--- src/rtl/mbus_pkg.sv ---
package mbus_pkg;

  typedef enum logic [2:0] {
    ST_IDLE,
    ST_T1,
    ST_T2,
    ST_T3,
    ST_TW,
    ST_T4,
    ST_HELD
  } bus_st_e;

  typedef struct packed {
    logic       write;
    logic       io;
    logic       hi_byte;
    logic [1:0] seg;
    logic       ien;
  } xfer_attr_t;

endpackage

--- src/rtl/mbus_fsm.sv ---
module mbus_fsm
  import mbus_pkg::*;
(
  input  logic    clk,
  input  logic    rst_n,
  input  logic    req_valid,
  input  logic    hold,
  input  logic    ready,
  output bus_st_e st,
  output logic    accept,
  output logic    cap_rd
);

  bus_st_e st_nxt;

  always_comb begin
    st_nxt = st;
    accept = 1'b0;
    cap_rd = 1'b0;
    case (st)
      ST_IDLE: begin
        if (hold) begin
          st_nxt = ST_HELD;
        end else if (req_valid) begin
          accept = 1'b1;
          st_nxt = ST_T1;
        end
      end
      ST_T1: st_nxt = ST_T2;
      ST_T2: st_nxt = ST_T3;
      ST_T3, ST_TW: begin
        if (ready) begin
          cap_rd = 1'b1;
          st_nxt = ST_T4;
        end else begin
          st_nxt = ST_TW;
        end
      end
      ST_T4: begin
        if (hold) begin
          st_nxt = ST_HELD;
        end else if (req_valid) begin
          accept = 1'b1;
          st_nxt = ST_T1;
        end else begin
          st_nxt = ST_IDLE;
        end
      end
      ST_HELD: if (!hold) st_nxt = ST_IDLE;
      default: st_nxt = ST_IDLE;
    endcase
  end

  always_ff @(posedge clk or negedge rst_n) begin
    if (!rst_n) st <= ST_IDLE;
    else        st <= st_nxt;
  end

endmodule

--- src/rtl/mbus_req_reg.sv ---
module mbus_req_reg
  import mbus_pkg::*;
#(
  parameter int AW = 20,
  parameter int DW = 16
) (
  input  logic          clk,
  input  logic          rst_n,
  input  logic          accept,
  input  logic          cap_rd,
  input  logic [AW-1:0] req_addr,
  input  logic [DW-1:0] req_wdata,
  input  xfer_attr_t    req_attr,
  input  logic [DW-1:0] ad_in,
  output logic [AW-1:0] addr_q,
  output logic [DW-1:0] wdata_q,
  output xfer_attr_t    attr_q,
  output logic [DW-1:0] rdata_q
);

  always_ff @(posedge clk or negedge rst_n) begin
    if (!rst_n) begin
      addr_q  <= '0;
      wdata_q <= '0;
      attr_q  <= '0;
    end else if (accept) begin
      addr_q  <= req_addr;
      wdata_q <= req_wdata;
      attr_q  <= req_attr;
    end
  end

  always_ff @(posedge clk or negedge rst_n) begin
    if (!rst_n)      rdata_q <= '0;
    else if (cap_rd) rdata_q <= ad_in;
  end

endmodule

--- src/rtl/mbus_pin_drv.sv ---
module mbus_pin_drv
  import mbus_pkg::*;
#(
  parameter int AW = 20,
  parameter int DW = 16
) (
  input  bus_st_e          st,
  input  logic [AW-1:0]    addr_q,
  input  logic [DW-1:0]    wdata_q,
  input  xfer_attr_t       attr_q,
  output logic [DW-1:0]    ad_out,
  output logic             ad_oe,
  output logic [AW-DW-1:0] as_out,
  output logic             ale,
  output logic             rd_n,
  output logic             wr_n,
  output logic             io_m,
  output logic             dt_r,
  output logic             den_n,
  output logic             bhe_n,
  output logic             ctl_oe,
  output logic             rsp_valid
);

  localparam int HW = AW - DW;

  logic          addr_ph;
  logic          strobe_ph;
  logic          data_ph;
  logic          in_xfer;
  logic [HW-1:0] status;

  assign addr_ph   = (st == ST_T1);
  assign strobe_ph = (st == ST_T2) || (st == ST_T3) || (st == ST_TW);
  assign data_ph   = strobe_ph || (st == ST_T4);
  assign in_xfer   = addr_ph || data_ph;

  always_comb begin
    status    = '0;
    status[2] = attr_q.ien;
    status[1:0] = attr_q.seg;
  end

  always_comb begin
    ale       = addr_ph;
    ad_oe     = addr_ph || (attr_q.write && data_ph);
    ad_out    = addr_ph ? addr_q[DW-1:0] : wdata_q;
    as_out    = addr_ph ? addr_q[AW-1:DW] : (data_ph ? status : '0);
    rd_n      = !(strobe_ph && !attr_q.write);
    wr_n      = !(strobe_ph && attr_q.write);
    den_n     = !strobe_ph;
    dt_r      = in_xfer ? attr_q.write : 1'b1;
    io_m      = in_xfer && attr_q.io;
    bhe_n     = !(in_xfer && attr_q.hi_byte);
    ctl_oe    = (st != ST_HELD);
    rsp_valid = (st == ST_T4);
  end

endmodule

--- src/rtl/mbus_cycle_seq.sv ---
module mbus_cycle_seq
  import mbus_pkg::*;
#(
  parameter int AW = 20,
  parameter int DW = 16
) (
  input  logic             clk,
  input  logic             rst_n,
  input  logic             req_valid,
  input  logic             req_write,
  input  logic             req_io,
  input  logic [AW-1:0]    req_addr,
  input  logic [DW-1:0]    req_wdata,
  input  logic             req_hi_byte,
  input  logic [1:0]       req_seg,
  input  logic             req_ien,
  output logic             req_ack,
  output logic             rsp_valid,
  output logic [DW-1:0]    rsp_rdata,
  output logic [DW-1:0]    ad_out,
  input  logic [DW-1:0]    ad_in,
  output logic             ad_oe,
  output logic [AW-DW-1:0] as_out,
  output logic             ale,
  output logic             rd_n,
  output logic             wr_n,
  output logic             io_m,
  output logic             dt_r,
  output logic             den_n,
  output logic             bhe_n,
  output logic             ctl_oe,
  input  logic             ready,
  input  logic             hold,
  output logic             hlda
);

  bus_st_e       st;
  logic          accept;
  logic          cap_rd;
  logic [AW-1:0] addr_q;
  logic [DW-1:0] wdata_q;
  xfer_attr_t    attr_q;
  xfer_attr_t    req_attr;

  assign req_attr = '{write: req_write, io: req_io, hi_byte: req_hi_byte,
                      seg: req_seg, ien: req_ien};

  mbus_fsm u_fsm (
    .clk       (clk),
    .rst_n     (rst_n),
    .req_valid (req_valid),
    .hold      (hold),
    .ready     (ready),
    .st        (st),
    .accept    (accept),
    .cap_rd    (cap_rd)
  );

  mbus_req_reg #(.AW(AW), .DW(DW)) u_req (
    .clk       (clk),
    .rst_n     (rst_n),
    .accept    (accept),
    .cap_rd    (cap_rd),
    .req_addr  (req_addr),
    .req_wdata (req_wdata),
    .req_attr  (req_attr),
    .ad_in     (ad_in),
    .addr_q    (addr_q),
    .wdata_q   (wdata_q),
    .attr_q    (attr_q),
    .rdata_q   (rsp_rdata)
  );

  mbus_pin_drv #(.AW(AW), .DW(DW)) u_pins (
    .st        (st),
    .addr_q    (addr_q),
    .wdata_q   (wdata_q),
    .attr_q    (attr_q),
    .ad_out    (ad_out),
    .ad_oe     (ad_oe),
    .as_out    (as_out),
    .ale       (ale),
    .rd_n      (rd_n),
    .wr_n      (wr_n),
    .io_m      (io_m),
    .dt_r      (dt_r),
    .den_n     (den_n),
    .bhe_n     (bhe_n),
    .ctl_oe    (ctl_oe),
    .rsp_valid (rsp_valid)
  );

  assign req_ack = accept;
  assign hlda    = (st == ST_HELD);

endmodule

--- config.mk ---
export PLATFORM = sky130hd
export DESIGN_NAME = mbus_cycle_seq
export DESIGN_NICKNAME = d
export VERILOG_FILES = /design/src/rtl/mbus_pkg.sv /design/src/rtl/mbus_fsm.sv /design/src/rtl/mbus_req_reg.sv /design/src/rtl/mbus_pin_drv.sv /design/src/rtl/mbus_cycle_seq.sv
export SDC_FILE = /design/constraint.sdc
export NUM_CORES = 1
export LEC_CHECK = 0
export ABC_CLOCK_PERIOD_IN_PS = 2200
export BUFFER_PORTS_ARGS = -buffer_cell sky130_fd_sc_hd__buf_4
export CAP_MARGIN = 10
export CORE_UTILIZATION = 50
export DETAILED_ROUTE_END_ITERATION = 8
export MAX_ROUTING_LAYER = met4
export PLACE_DENSITY_LB_ADDON = 0.3
export RECOVER_POWER = 25
export SYNTH_ARGS = -nofsm -noshare
export SYNTH_HDL_FRONTEND = slang
export SYNTH_HIERARCHICAL = 1
export SYNTH_SLANG_ARGS = --single-unit
export TNS_END_PERCENT = 100
--- constraint.sdc ---
create_clock -name clk -period 2.2 [get_ports clk]
set_clock_uncertainty 0.2 [all_clocks]
set_input_delay 0.55 -clock clk [delete_from_list [all_inputs] [get_ports clk]]
set_output_delay 0.55 -clock clk [all_outputs]
set_load 0.01 [all_outputs]
==> key figures, run 1 <==
Hold path
  • Hold_sp: ad_in[3]
  • Hold Crit Endpoint: u_req/rdata_q[3]$_DFFE_PN0P_
  • Hold/Removal Path Class: input port to flip-flop
  • Worst hold stages: 2

Setup path
  • Critical path fanouts, max: 18
  • Startpoint types: flip-flop
  • Worst R2R Start: u_fsm/st[1]$_DFFE_PN0P_
  • Worst reg2reg endpoint: u_req/rdata_q[13]$_DFFE_PN0P_
  • Req. time, crit path: between 1000 and 1500 ps
  • Reg2Reg Depth: 8
  • CP bufs+invs: 2
  • Cell breakdown of the critical path: nor3b_4 -> buf_12 -> mux2_2 -> buf_4
  • Worst path arrival time: 1690 ps
  • Slowest stage delay, CP: 440 ps
  • CP endpoint kind: output pin
  • Reg2reg setup slack: around 60 ps
  • Critical path type: flip-flop to output pin
  • CP max stage cell: dfrtp_2
  • CP top delay family: flip-flops

Route
  • Antenna-violating nets left: 0
  • Initial drt markers: 65
  • WL final: 6834 um
  • DR pass1 iterations: 4
  • DRC viols: 0
  • WL/cell: approximately 17 um
  • Routed via count: 2048
  • Routed vias/inst: 5.133

Finish
  • Share of cells above drive strength 1: about 70%
  • N_diodes: 0
  • Layout Nets: between 300 and 400
  • Layout area overhead: 42.60%
  • Fillers: 385
  • Design Area, Final: 0.004427 mm^2

Clock network
  • H-tree levels: 3
  • Num CTS Buffers: 9
  • CTS tree: built
  • Reg clk slew, reported paths: about 70 ps
  • Clock sink total: 61
  • Worst skew pair latency: 320 ps
  • Clock Root Buffer: clkbuf_8
  • CTS max path bufs: 2

Synthesis
  • Post-synthesis sequential area ratio: 49.17%
  • Dominant cell type by area after synthesis: dfrtp_1
  • Syn Nets: ~260
  • Distinct cells, synth: 32
  • Yosys top cell area share: between 40% and 50%
  • Ranking of synthesized cells by area: dfrtp_1 (49%), mux2_4 (28%), mux2_2 (5.8%)
  • Cell Area, Synth: approximately 0.0031 mm^2
  • Syn avg cell area: 15.84 um^2
  • Syn Inst Count: 196
  • FF+latch count, synth: 61
  • Yosys Warn Count: 6

Floorplan
  • Core Rows: 28
  • Die Span Y: about 81 um
  • Starting Density: 52.12%
  • Die W: 80.80 um
  • # IOs: about 110
  • Die area: about 0.0065 mm^2
  • Core ar.: 0.005956 mm^2

STA
  • Fin. max-slew vios: 0
  • Unrepaired setup endpoints after global routing: yes
  • Final Cycle Share: 110.9%
  • Fmax: 0.4100 GHz
  • Minimum clock period: 2439 ps
  • Rel. slew slack: 49.58%
  • Hold WS: 247.8 ps
  • Worst-margin pin slew: 756.3 ps
  • Post-route setup slack: -239.3 ps
  • Setup-failing EPs final: 29
  • Hold Fails Final Rpt: 0

Global routing
  • First-pass GRT wire length: 10760 um
  • Largest net degree at the start of global routing: 33
  • Initial antenna violation count: 0
  • Grt ovf: 0
  • Vias in the first global route: approximately 2200
  • GRT Resource Usage Total: 23.21%

Pwr
  • Internal power: between 0.004 and 0.005 W
  • P_sw: approximately 0.0022 W
  • Pleak: ~2.2 nW
  • Maximum vdd drop: 0.0008718 V
  • Switching part of the total: between 30% and 40%
  • Combinational share of power: 55.3%
  • Pwr Density: 1559 mW/mm^2
  • Clk pwr share: 14.5%
  • Sequential share of power: 30.3%

Placement
  • Dpl ws: about 75 ps
  • Final Wtd Congestion: 0.7091
  • Post-DP HPWL: approximately 4600 um
  • Area post-placement: 0.004039 mm^2
  • IO buf count: 110

Job
  • Max-Cap Viols: 0

Status
  • Status: finished with violations
  • Failing checks: setup timing
[synthesized netlist by cell type, drive strengths merged]
master  number
xnor2        1
a21boi       2
a221oi       1
a211o        3
and3b        5
buf         13
mux2i        2
nand3        2
and2         1
mux2        74
nor2         3
nor2b        3
or3          1
a211oi       1
nand2        4
o21ai        4
o21bai       1
nand2b       1
nor4bb       3
o22ai        1
dfrtp       61
nor3b        3
nor3         1
and3         1
nand3b       4
[registers in the layout, indices dropped and copies added, names as in the netlist]
register,flops
u_fsm/st,3
u_req/addr_q,20
u_req/rdata_q,16
u_req/wdata_q,16
u_req/attr_q,6
[timing repair]
| action | 4_1_cts | 5_1_grt |
|---|---|---|
| resized for setup | 22 | 13 |
| endpoints found under the hold margin | 29 | 0 |
| hold buffers | 1 | 0 |
| setup buffers | 2 | 2 |
| pin swaps | 4 | 6 |
| gates cloned | 1 | 0 |
| endpoints found under the setup margin | 27 | 28 |
[per-stage QoR]
stage               setup TNS (ps)  instances  power [W]  utilization (%)
floorplan                        0        196   0.004189                -
global placement                 0        378   0.005373            67.82
detailed placement               0        378   0.005464            67.82
CTS                          -4532        397   0.006789            73.51
global route                 -7381        399   0.007294            74.33
finish                       -4286        399   0.006901            74.33
[power groups by stage]
stage	Clock (W)	Combinational, W	Sequential [W]
final	0.000998	0.00382	0.00209
after global routing	0.00108	0.00405	0.00216
after CTS	0.00102	0.00370	0.00208
after detailed placement	0	0.00338	0.00208
after global placement	0	0.00332	0.00205
after floorplan	0	0.00212	0.00207
[cells in the final DEF (no fill, tap or decap), types with 2 or more instances in the layout]
cell / Yosys / layout
a211o_1: 3 / 3
buf_6: 6 / 15
nand2_1: 4 / 3
dfrtp_1: 61 / 59
buf_4: 0 / 100
o21ai_0: 3 / 2
clkinv_2: 0 / 2
mux2i_1: 2 / 2
nor2b_1: 3 / 2
clkbuf_8: 0 / 11
dfrtp_2: 0 / 2
mux2_2: 16 / 9
nand3_1: 2 / 2
nor2_4: 0 / 2
nand3b_1: 4 / 4
mux2_4: 58 / 65
buf_12: 5 / 7
and3b_1: 5 / 5
nor4bb_1: 3 / 2
nor3b_4: 0 / 2
[cell families after synthesis]
| group | count (synthesis) | share of synthesized area (%) |
|---|---|---|
| mux | 76 | 34.50 |
| compound gates | 13 | 3.104 |
| xor+xnor | 1 | 0.2822 |
| flops | 61 | 49.17 |
| buf+inv | 13 | 5.723 |
| simple gates | 32 | 7.215 |
[how the worst max path moves through the flow]
stage                            startpoint          to  slack (ps)  depth (start not counted)
floorplan           u_fsm/st[2]$_DFFE_PN0P_  ad_out[10]         150                          4
global placement    u_fsm/st[1]$_DFFE_PN0P_        wr_n         100                          5
detailed placement  u_fsm/st[2]$_DFFE_PN0P_  ad_out[13]          70                          4
CTS                 u_fsm/st[2]$_DFFE_PN0P_  ad_out[13]        -280                          4
global route        u_fsm/st[2]$_DFFE_PN0P_   ad_out[3]        -310                          4
finish              u_fsm/st[2]$_DFFE_PN0P_   ad_out[1]        -240                          4
[per-layer routing]
| layer | GRT usage, % | share of wire (%) |
|---|---|---|
| met3 | 6.180 | 4.9 |
| met1 | 28.05 | 43 |
| met2 | 37.63 | 52 |
| met5 | - | 0 |
| met4 | 8.036 | 0.40 |
[cell type report]
type | instances | area (um^2) | area share, %
Sequential cell | 61 | 1529 | 34.54
Multi-Input combinational cell | 122 | 1490 | 33.66
Timing Repair Buffer | 126 | 1115 | 25.18
Clock buffer | 11 | 151.4 | 3.420
Tap cell | 75 | 93.84 | 2.120
Clock inverter | 4 | 47.55 | 1.074
No activity file was read; power rests on OpenSTA's default activity.
==> inputs of run 2 (changes only) <==
Settings changed: CORE_ASPECT_RATIO set to 0.5.
==> run 2 against run 1 <==
Against the previous run:
- the flow still finishes with violations (setup timing)
- clock-buffer cell count is 1 lower
- clock power up 60%
- highest routed layer unchanged
- largest power group unchanged
- first-iteration DRC count decreased by 45%
==> key figures, run 2 (same netlist as run 1, synthesis figures left out) <==
Finish
  • Layout area overhead: 51.83%
  • Top flop regs: u_req/addr_q x20, u_req/rdata_q x16, u_req/wdata_q x16
  • Post-Layout Cell Count: 414
  • Layout Nets: 388
  • Fillers: 299
  • Most flops, register: u_req/addr_q
  • Commonest cells after routing, fill and taps aside: buf_4 (95), mux2_4 (60), dfrtp_1 (59), buf_6 (24), mux2_2 (14)
  • N_diodes: 0
  • Commonest non-fill, non-tap cell in the layout: buf_4
  • Share of cells above drive strength 1: 72.12%
  • Max FFs per register: 20
  • Final core occ: 82.27%

Setup path
  • Req. time, crit path: ~1500 ps
  • CP top delay family: simple AND/OR/NAND/NOR gates
  • Worst reg2reg endpoint: u_req/addr_q[4]$_DFFE_PN0P_
  • Reg2reg setup slack: -20 ps
  • CP endpoint kind: output pin
  • Critical path fanouts, max: 6
  • Most Frequent Cell on Critical Path: buf_6
  • Critical path type: flip-flop to output pin
  • CP bufs+invs: 3
  • Startpoint types: flip-flop
  • Worst path arrival time: 1730 ps
  • Slowest stage delay, CP: 440 ps
  • Worst R2R Start: u_fsm/st[2]$_DFFE_PN0P_
  • CP max stage cell: dfrtp_2
  • Cell breakdown of the critical path: buf_6 -> buf_12 -> or3_4 -> and3_4 -> buf_6
  • Reg2Reg Depth: 9

Hold path
  • Worst hold stages: 2
  • Hold_sp: req_wdata[10]
  • Hold Crit Endpoint: u_req/wdata_q[10]$_DFFE_PN0P_
  • Hold/Removal Path Class: input port to flip-flop

STA
  • Rel. slew slack: 37.84%
  • Fin. max-slew vios: 0
  • Final Cycle Share: 112.7%
  • Hold WS: 248.5 ps
  • Unrepaired setup endpoints after global routing: yes
  • Worst-margin pin slew: 932.3 ps
  • Minimum clock period: approximately 2500 ps
  • Post-route setup slack: -279.5 ps
  • Setup-failing EPs final: 34
  • Fmax: between 0.4 and 0.5 GHz
  • Hold Fails Final Rpt: 0

Pwr
  • Final Power: 0.007740 W
  • Clk pwr share: 20.7%
  • Combinational share of power: 52.4%
  • Pwr Density: roughly 1600 mW/mm^2
  • Switching part of the total: 30.11%
  • Pleak: roughly 2.3 nW
  • Maximum vdd drop: 0.001166 V
  • P_sw: 0.002331 W
  • Internal power: around 0.0054 W
  • Sequential share of power: 26.8%

Route
  • Initial drt markers: 36
  • Routed via count: 2121
  • Routed vias/inst: 5.123
  • Antenna-violating nets left: 0
  • WL final: 7150 um
  • DR pass1 iterations: 4
  • WL/cell: 17.27 um
  • DRC viols: 0

Clock network
  • CTS tree: built
  • Worst skew pair latency: 330 ps
  • Clock Root Buffer: clkbuf_16
  • Num CTS Buffers: 9
  • CTS max path bufs: 2
  • Reg clk slew, reported paths: 50 ps
  • H-tree levels: 3
  • Clock sink total: 61

Status
  • Status: finished with violations
  • Failing checks: setup timing

Placement
  • Final Wtd Congestion: 0.7549
  • Post-DP HPWL: 4363 um
  • DP Cell Count: 388
  • IO buf count: 110
  • Dpl ws: around 90 ps

Floorplan
  • Starting Density: roughly 54%
  • Die W: 113.4 um
  • Core ar.: 0.005729 mm^2
  • Die Span Y: about 58 um
  • Core Rows: 19
  • # IOs: 111
  • Die area: 0.006547 mm^2

Global routing
  • Largest net degree at the start of global routing: 35
  • Grt ovf: 0
  • Vias in the first global route: 2185
  • First-pass GRT wire length: 10740 um
  • Initial antenna violation count: 0
  • GRT Resource Usage Total: 22.56%

Job
  • Max-Cap Viols: 0
## run 2: power by group through the flow
| stage | combinational, W | clock, W | sequential [W] |
|---|---|---|---|
| 4_1_cts | 0.00366 | 0.00163 | 0.00206 |
| 2_1_floorplan | 0.00212 | 0 | 0.00207 |
| 3_3_place_gp | 0.00330 | 0 | 0.00203 |
| 5_1_grt | 0.00429 | 0.00168 | 0.00215 |
| 6_report | 0.00406 | 0.00160 | 0.00208 |
| 3_5_place_dp | 0.00337 | 0 | 0.00206 |
## run 2: through the flow
| step | instance area, um^2 | setup TNS, ps |
|---|---|---|
| floorplan | 3104 | 0 |
| global placement | 4045 | 0 |
| detailed placement | 4045 | 0 |
| CTS | 4521 | -4309 |
| global route | 4713 | -7320 |
| finish | 4713 | -5044 |
## run 2: repair_timing
item | CTS | global route
buffers inserted | 2 | 4
endpoints found under the setup margin | 27 | 27
cloned | 1 | 2
pin swaps | 2 | 10
hold buffers | 1 | 0
gates resized for setup | 23 | 25
endpoints found under the hold margin | 32 | 0
## run 2: worst reg2reg max path: cells and delay by family, from the launching register on
family	cells	cell delay, ps
DFF	1	440
xor gates and xnor gates	1	130
buffers and inverters	5	720
muxes	1	360
and+or+nand+nor	2	230
## run 2: worst max path at each step
stage                     cells after the start  slack (ps)          to                    start
final                                         5        -280        io_m  u_fsm/st[2]$_DFFE_PN0P_
after global routing                          4        -330  ad_out[12]  u_fsm/st[2]$_DFFE_PN0P_
after CTS                                     4        -260   ad_out[1]  u_fsm/st[2]$_DFFE_PN0P_
after detailed placement                      4          90   ad_out[1]  u_fsm/st[2]$_DFFE_PN0P_
after global placement                        4         100  ad_out[15]  u_fsm/st[2]$_DFFE_PN0P_
after floorplan                               4         150  ad_out[10]  u_fsm/st[2]$_DFFE_PN0P_
## run 2: per-layer routing
layer  vias up  GRT usage (%)  share of wire (%)
li1        972              -                  -
met1      1065          26.47                 42
met2        75          37.86                 52
met3         9          6.590                5.5
met4         0          7.707                1.2
met5         -              -                  0
## run 2: cell type report
type	count	area (um^2)	share of cell area, %
Clock inverter	6	111.4	2.363
Multi-Input combinational cell	122	1523	32.31
Timing Repair Buffer	131	1216	25.80
Tap cell	84	105.1	2.230
Clock buffer	10	229.0	4.858
Sequential cell	61	1529	32.44
